===== config.mk =====
export PLATFORM = sky130hd
export DESIGN_NAME = alu_rr_core
export DESIGN_NICKNAME = d
export VERILOG_FILES = /design/src/rtl/alu_rr_pkg.sv /design/src/rtl/alu_addsub.sv /design/src/rtl/alu_logic.sv /design/src/rtl/alu_shifter.sv /design/src/rtl/alu_rr_core.sv
export SDC_FILE = /design/constraint.sdc
export NUM_CORES = 1
export LEC_CHECK = 0
export ABC_AREA = 1
export BUFFER_PORTS_ARGS = -buffer_cell sky130_fd_sc_hd__buf_2
export CORE_MARGIN = 2
export CORE_UTILIZATION = 30
export DETAILED_ROUTE_END_ITERATION = 12
export PLACE_DENSITY = 0.47
export SYNTH_ARGS = -nofsm -noshare
export SYNTH_HDL_FRONTEND = slang
export SYNTH_HIERARCHICAL = 1
export SYNTH_SLANG_ARGS = --single-unit

===== constraint.sdc =====
create_clock -name vclk -period 2.2
set_input_delay 0 -clock vclk [all_inputs]
set_output_delay 0 -clock vclk [all_outputs]
set_load 0.01 [all_outputs]

===== src/rtl/alu_rr_pkg.sv =====
package alu_rr_pkg;

  localparam logic [5:0] FN_SLL  = 6'b000000;
  localparam logic [5:0] FN_SRL  = 6'b000010;
  localparam logic [5:0] FN_SRA  = 6'b000011;
  localparam logic [5:0] FN_SLLV = 6'b000100;
  localparam logic [5:0] FN_SRLV = 6'b000110;
  localparam logic [5:0] FN_SRAV = 6'b000111;
  localparam logic [5:0] FN_ADD  = 6'b100000;
  localparam logic [5:0] FN_ADDU = 6'b100001;
  localparam logic [5:0] FN_SUB  = 6'b100010;
  localparam logic [5:0] FN_SUBU = 6'b100011;
  localparam logic [5:0] FN_AND  = 6'b100100;
  localparam logic [5:0] FN_OR   = 6'b100101;
  localparam logic [5:0] FN_XOR  = 6'b100110;
  localparam logic [5:0] FN_NOR  = 6'b100111;
  localparam logic [5:0] FN_SLT  = 6'b101010;
  localparam logic [5:0] FN_SLTU = 6'b101011;

  typedef enum logic [2:0] {
    PATH_NONE,
    PATH_ARITH,
    PATH_CMP_S,
    PATH_CMP_U,
    PATH_LOGIC,
    PATH_SHIFT
  } alu_path_e;

  function automatic logic fn_known(input logic [5:0] f);
    case (f)
      FN_SLL, FN_SRL, FN_SRA, FN_SLLV, FN_SRLV, FN_SRAV,
      FN_ADD, FN_ADDU, FN_SUB, FN_SUBU, FN_AND, FN_OR,
      FN_XOR, FN_NOR, FN_SLT, FN_SLTU: fn_known = 1'b1;
      default:                         fn_known = 1'b0;
    endcase
  endfunction

endpackage


===== src/rtl/alu_addsub.sv =====
module alu_addsub #(
  parameter int WIDTH = 32
) (
  input  logic [WIDTH-1:0] op_a,
  input  logic [WIDTH-1:0] op_b,
  input  logic             sub_en,
  output logic [WIDTH-1:0] sum,
  output logic             ovf_signed,
  output logic             lt_signed,
  output logic             lt_unsigned
);
  localparam int MSB = WIDTH - 1;

  logic [WIDTH-1:0] b_x;
  logic [WIDTH:0]   full;

  always_comb begin
    b_x  = sub_en ? ~op_b : op_b;
    full = {1'b0, op_a} + {1'b0, b_x} + {{WIDTH{1'b0}}, sub_en};
    sum  = full[MSB:0];
    ovf_signed  = (op_a[MSB] == b_x[MSB]) && (full[MSB] != op_a[MSB]);
    lt_signed   = full[MSB] ^ ovf_signed;
    lt_unsigned = ~full[WIDTH];
  end
endmodule


===== src/rtl/alu_logic.sv =====
module alu_logic #(
  parameter int WIDTH = 32
) (
  input  logic [WIDTH-1:0] op_a,
  input  logic [WIDTH-1:0] op_b,
  input  logic [1:0]       sel,
  output logic [WIDTH-1:0] res
);
  always_comb begin
    case (sel)
      2'b00:   res = op_a & op_b;
      2'b01:   res = op_a | op_b;
      2'b10:   res = op_a ^ op_b;
      default: res = ~(op_a | op_b);
    endcase
  end
endmodule


===== src/rtl/alu_shifter.sv =====
module alu_shifter #(
  parameter int WIDTH = 32,
  localparam int SHW  = $clog2(WIDTH)
) (
  input  logic [WIDTH-1:0] data,
  input  logic [SHW-1:0]   amt,
  input  logic             left,
  input  logic             arith,
  output logic [WIDTH-1:0] res
);
  logic [WIDTH-1:0] v;

  always_comb begin
    v = data;
    for (int k = 0; k < SHW; k++) begin
      if (amt[k]) begin
        if (left)       v = v << (1 << k);
        else if (arith) v = $signed(v) >>> (1 << k);
        else            v = v >> (1 << k);
      end
    end
    res = v;
  end
endmodule


===== src/rtl/alu_rr_core.sv =====
module alu_rr_core #(
  parameter int WIDTH = 32,
  localparam int SHW  = $clog2(WIDTH)
) (
  input  logic [WIDTH-1:0] op_a_i,
  input  logic [WIDTH-1:0] op_b_i,
  input  logic [SHW-1:0]   shamt_i,
  input  logic [5:0]       func_i,
  output logic [WIDTH-1:0] result_o,
  output logic             ovf_o
);
  import alu_rr_pkg::*;

  alu_path_e        path;
  logic             ovf_chk;
  logic [WIDTH-1:0] sum, lres, sres;
  logic             ovf_s, lt_s, lt_u;
  logic [SHW-1:0]   amt;

  always_comb begin
    path    = PATH_NONE;
    ovf_chk = 1'b0;
    case (func_i)
      FN_ADD, FN_SUB:                     begin path = PATH_ARITH; ovf_chk = 1'b1; end
      FN_ADDU, FN_SUBU:                   path = PATH_ARITH;
      FN_SLT:                             path = PATH_CMP_S;
      FN_SLTU:                            path = PATH_CMP_U;
      FN_AND, FN_OR, FN_XOR, FN_NOR:      path = PATH_LOGIC;
      FN_SLL, FN_SRL, FN_SRA,
      FN_SLLV, FN_SRLV, FN_SRAV:          path = PATH_SHIFT;
      default:                            path = PATH_NONE;
    endcase
  end

  assign amt = func_i[2] ? op_a_i[SHW-1:0] : shamt_i;

  alu_addsub #(.WIDTH(WIDTH)) u_addsub (
    .op_a       (op_a_i),
    .op_b       (op_b_i),
    .sub_en     (func_i[1]),
    .sum        (sum),
    .ovf_signed (ovf_s),
    .lt_signed  (lt_s),
    .lt_unsigned(lt_u)
  );

  alu_logic #(.WIDTH(WIDTH)) u_logic (
    .op_a(op_a_i),
    .op_b(op_b_i),
    .sel (func_i[1:0]),
    .res (lres)
  );

  alu_shifter #(.WIDTH(WIDTH)) u_shift (
    .data (op_b_i),
    .amt  (amt),
    .left (~func_i[1]),
    .arith(func_i[0]),
    .res  (sres)
  );

  always_comb begin
    case (path)
      PATH_ARITH: result_o = sum;
      PATH_CMP_S: result_o = {{(WIDTH-1){1'b0}}, lt_s};
      PATH_CMP_U: result_o = {{(WIDTH-1){1'b0}}, lt_u};
      PATH_LOGIC: result_o = lres;
      PATH_SHIFT: result_o = sres;
      default:    result_o = '0;
    endcase
    ovf_o = ovf_chk & ovf_s;
  end
endmodule


==> results.py <==
metrics = {
    "timing": {
        "rsz0062_at_grt": "true",
        "relSlewSlack": 0.346,
        "setup_viol": 0,
        "fmaxAchievable_ghz": 0.455,
        "fin_crit_ns": 2.20,
        "hold_viol": 0,
        "hold_ws_ns": 0.457,
        "finalMaxSlewViolations": 0,
        "tightest_slew_ns": 0.978,
        "timing.final.ws_setup_ns": 0.00315,
        "post-route-period-util": 0.999,
    },
    "power_and_ir_drop": {
        "leakage_uw": 0.00673,
        "p_per_area_nw_per_um2": 329,
        "ir_drop_mv": 0.164,
    },
    "floorplan": {
        "dieArea_um2": 29900,
        "ioPinCount": 108,
        "initial_core_util": 0.306,
        "coreArea_um2": 27900,
        "row_count": 61,
        "die-width_um": 173,
        "fp.dieH_um": 173,
    },
    "final_layout": {
        "multi_input_area_um2": 8350,
        "final_nets": 2103,
        "nClkBuffers": 0,
        "seq_area_um2": 0,
        "seq_cell_count": 0,
        "fillCellCount": 3116,
        "layout-drive-gt1-share": 0.337,
        "diodes": 0,
        "area_growth_pct": 43.7,
    },
    "logic_synthesis": {
        "ys_types": 48,
        "synth_area_leaders": "nand2_1 33%, ha_1 14%, nand3_1 12%",
        "synth_common_cells": "741 x nand2_1, 213 x nand3_1, 189 x inv_1",
        "synth_top_area_share": 0.325,
        "postSynthCellCount": 1665,
        "synth_nets": 1836,
        "seq_area_frac_synth": 0,
        "avgSynthCellArea_um2": 5.14,
        "ys_warn_count": 6,
        "synth_area_um2": 8550,
        "synth_top_area_cell": "nand2_1",
        "synth_most_common_cell": "nand2_1",
    },
    "detailed_routing": {
        "viasPerCell": 5.16,
        "drcViolationCount": 0,
        "via_count": 11900,
        "drt_iter0_drc": 1046,
        "wl_per_cell_um": 18.1,
        "drt_wl_total_mm": 41.7,
        "wl_met1_mm": 19.7,
        "drtPass1Iterations": 5,
        "top_layer_used": "met4",
        "met3_length_mm": 2.82,
        "detail-route-antenna-nets": 0,
        "wl_met2_mm": 18.3,
    },
    "setup_path": {
        "worstPathMaxFanout": 5,
        "critPathKind": "input pin to primary output",
        "end_kind": "primary output",
        "required_ns": 2.20,
        "crit_arrival_ns": 2.20,
        "cp-start-kind": "input pin",
    },
    "grt": {
        "grt_antenna_before_repair": 0,
        "grt_pass1_wl_mm": 61.4,
        "grt_max_degree": 36,
        "grtUsageTotal": 0.258,
        "grt_remaining_overflow": 0,
        "grt_pass1_vias": 10800,
    },
    "place": {
        "gp_congestion": 0.965,
        "hpwl_mm": 33.3,
        "portBuffers": 108,
        "pre_cts_slack_ns": -0.146,
    },
    "flow_run": {
        "cap_violations": 0,
    },
    "clocking": {
        "cts_hold_buf": 0,
    },
    "status": {
        "run_status": "complete, no violations",
    },
    "hold_path": {
        "hold_class": "input pin to primary output",
    },
}
logic make-up after synthesis:
logic type      after synthesis  synth area share
simple gates               1127             0.578
buf+inv                     279             0.149
xor+xnor                     49            0.0510
compound gates              114            0.0806
fa+ha+maj                    96             0.141
power by group:
group	leakage [uW]	switching (uW)	total [uW]	internal, uW
Combinational	0.00673	2380	4050	1660
Clock	0	0	0	0
Sequential	0	0	0	0
Total	0.00673	2380	4050	1660
worst max-delay path, cell delays in order:
cell       delay [ns]
clkbuf_16        0.16
clkbuf_16        0.17
xor2_1           0.17
ha_1             0.35
buf_4            0.16
nand2_1          0.09
nor2_1           0.07
a21o_4           0.24
buf_4            0.13
nand4_1          0.08
nand3_1          0.08
nand2_1          0.08
nand2_2          0.07
nand2_1          0.07
nand3_1          0.11
buf_2            0.16
area by class of cell:
| type | instances | share of cell area |
|---|---|---|
| inverter | 203 | 0.0634 |
| multi-input combinational | 1386 | 0.679 |
| timing repair buffer | 341 | 0.219 |
| tap | 378 | 0.0385 |
placed cells by master, fill, tap and decap left out, drive strengths merged:
| cell type | count |
|---|---|
| a21o | 8 |
| a21oi | 54 |
| a22o | 2 |
| a31oi | 2 |
| and2 | 1 |
| and3 | 1 |
| buf | 337 |
| clkbuf | 4 |
| clkinv | 2 |
| fa | 1 |
| ha | 95 |
| inv | 201 |
| nand2 | 762 |
| nand3 | 234 |
| nand3b | 1 |
| nand4 | 47 |
| nor2 | 71 |
| nor3 | 7 |
| nor4 | 3 |
| o211ai | 4 |
| o21a | 4 |
| o21ai | 32 |
| o21bai | 7 |
| o22ai | 1 |
| xnor2 | 2 |
| xor2 | 47 |
routing by layer:
layer,global-route usage,up-vias
met5,0,-
met2,0.408,474
li1,-,5805
met4,0.0523,0
met1,0.378,5580
met3,0.0244,54
per-stage QoR:
step | TNS [ns] | utilization | total power [uW] | cells | area (um^2)
3_5_place_dp | -1.49 | 0.385 | 3340 | 2277 | 10800
4_1_cts | 0 | 0.392 | 3440 | 2282 | 10900
5_1_grt | -0.488 | 0.440 | 4370 | 2308 | 12300
6_report | 0 | 0.440 | 4050 | 2308 | 12300
2_1_floorplan | 0 | - | 1930 | 1665 | 8550
3_3_place_gp | -1.46 | 0.385 | 3340 | 2277 | 10800
timing repair:
action,4_1_cts,5_1_grt
pin swaps,9,106
setup buffers,4,22
gates cloned,1,4
endpoints found under the setup margin,20,33
gates resized for setup,32,273
final timing paths:
path              cells past startpoint       from            to  slack, ns
hold / removal                        6  func_i[5]   result_o[0]       0.46
setup / recovery                     16  func_i[1]  result_o[24]      0.003
No activity file was read; power rests on OpenSTA's default activity.
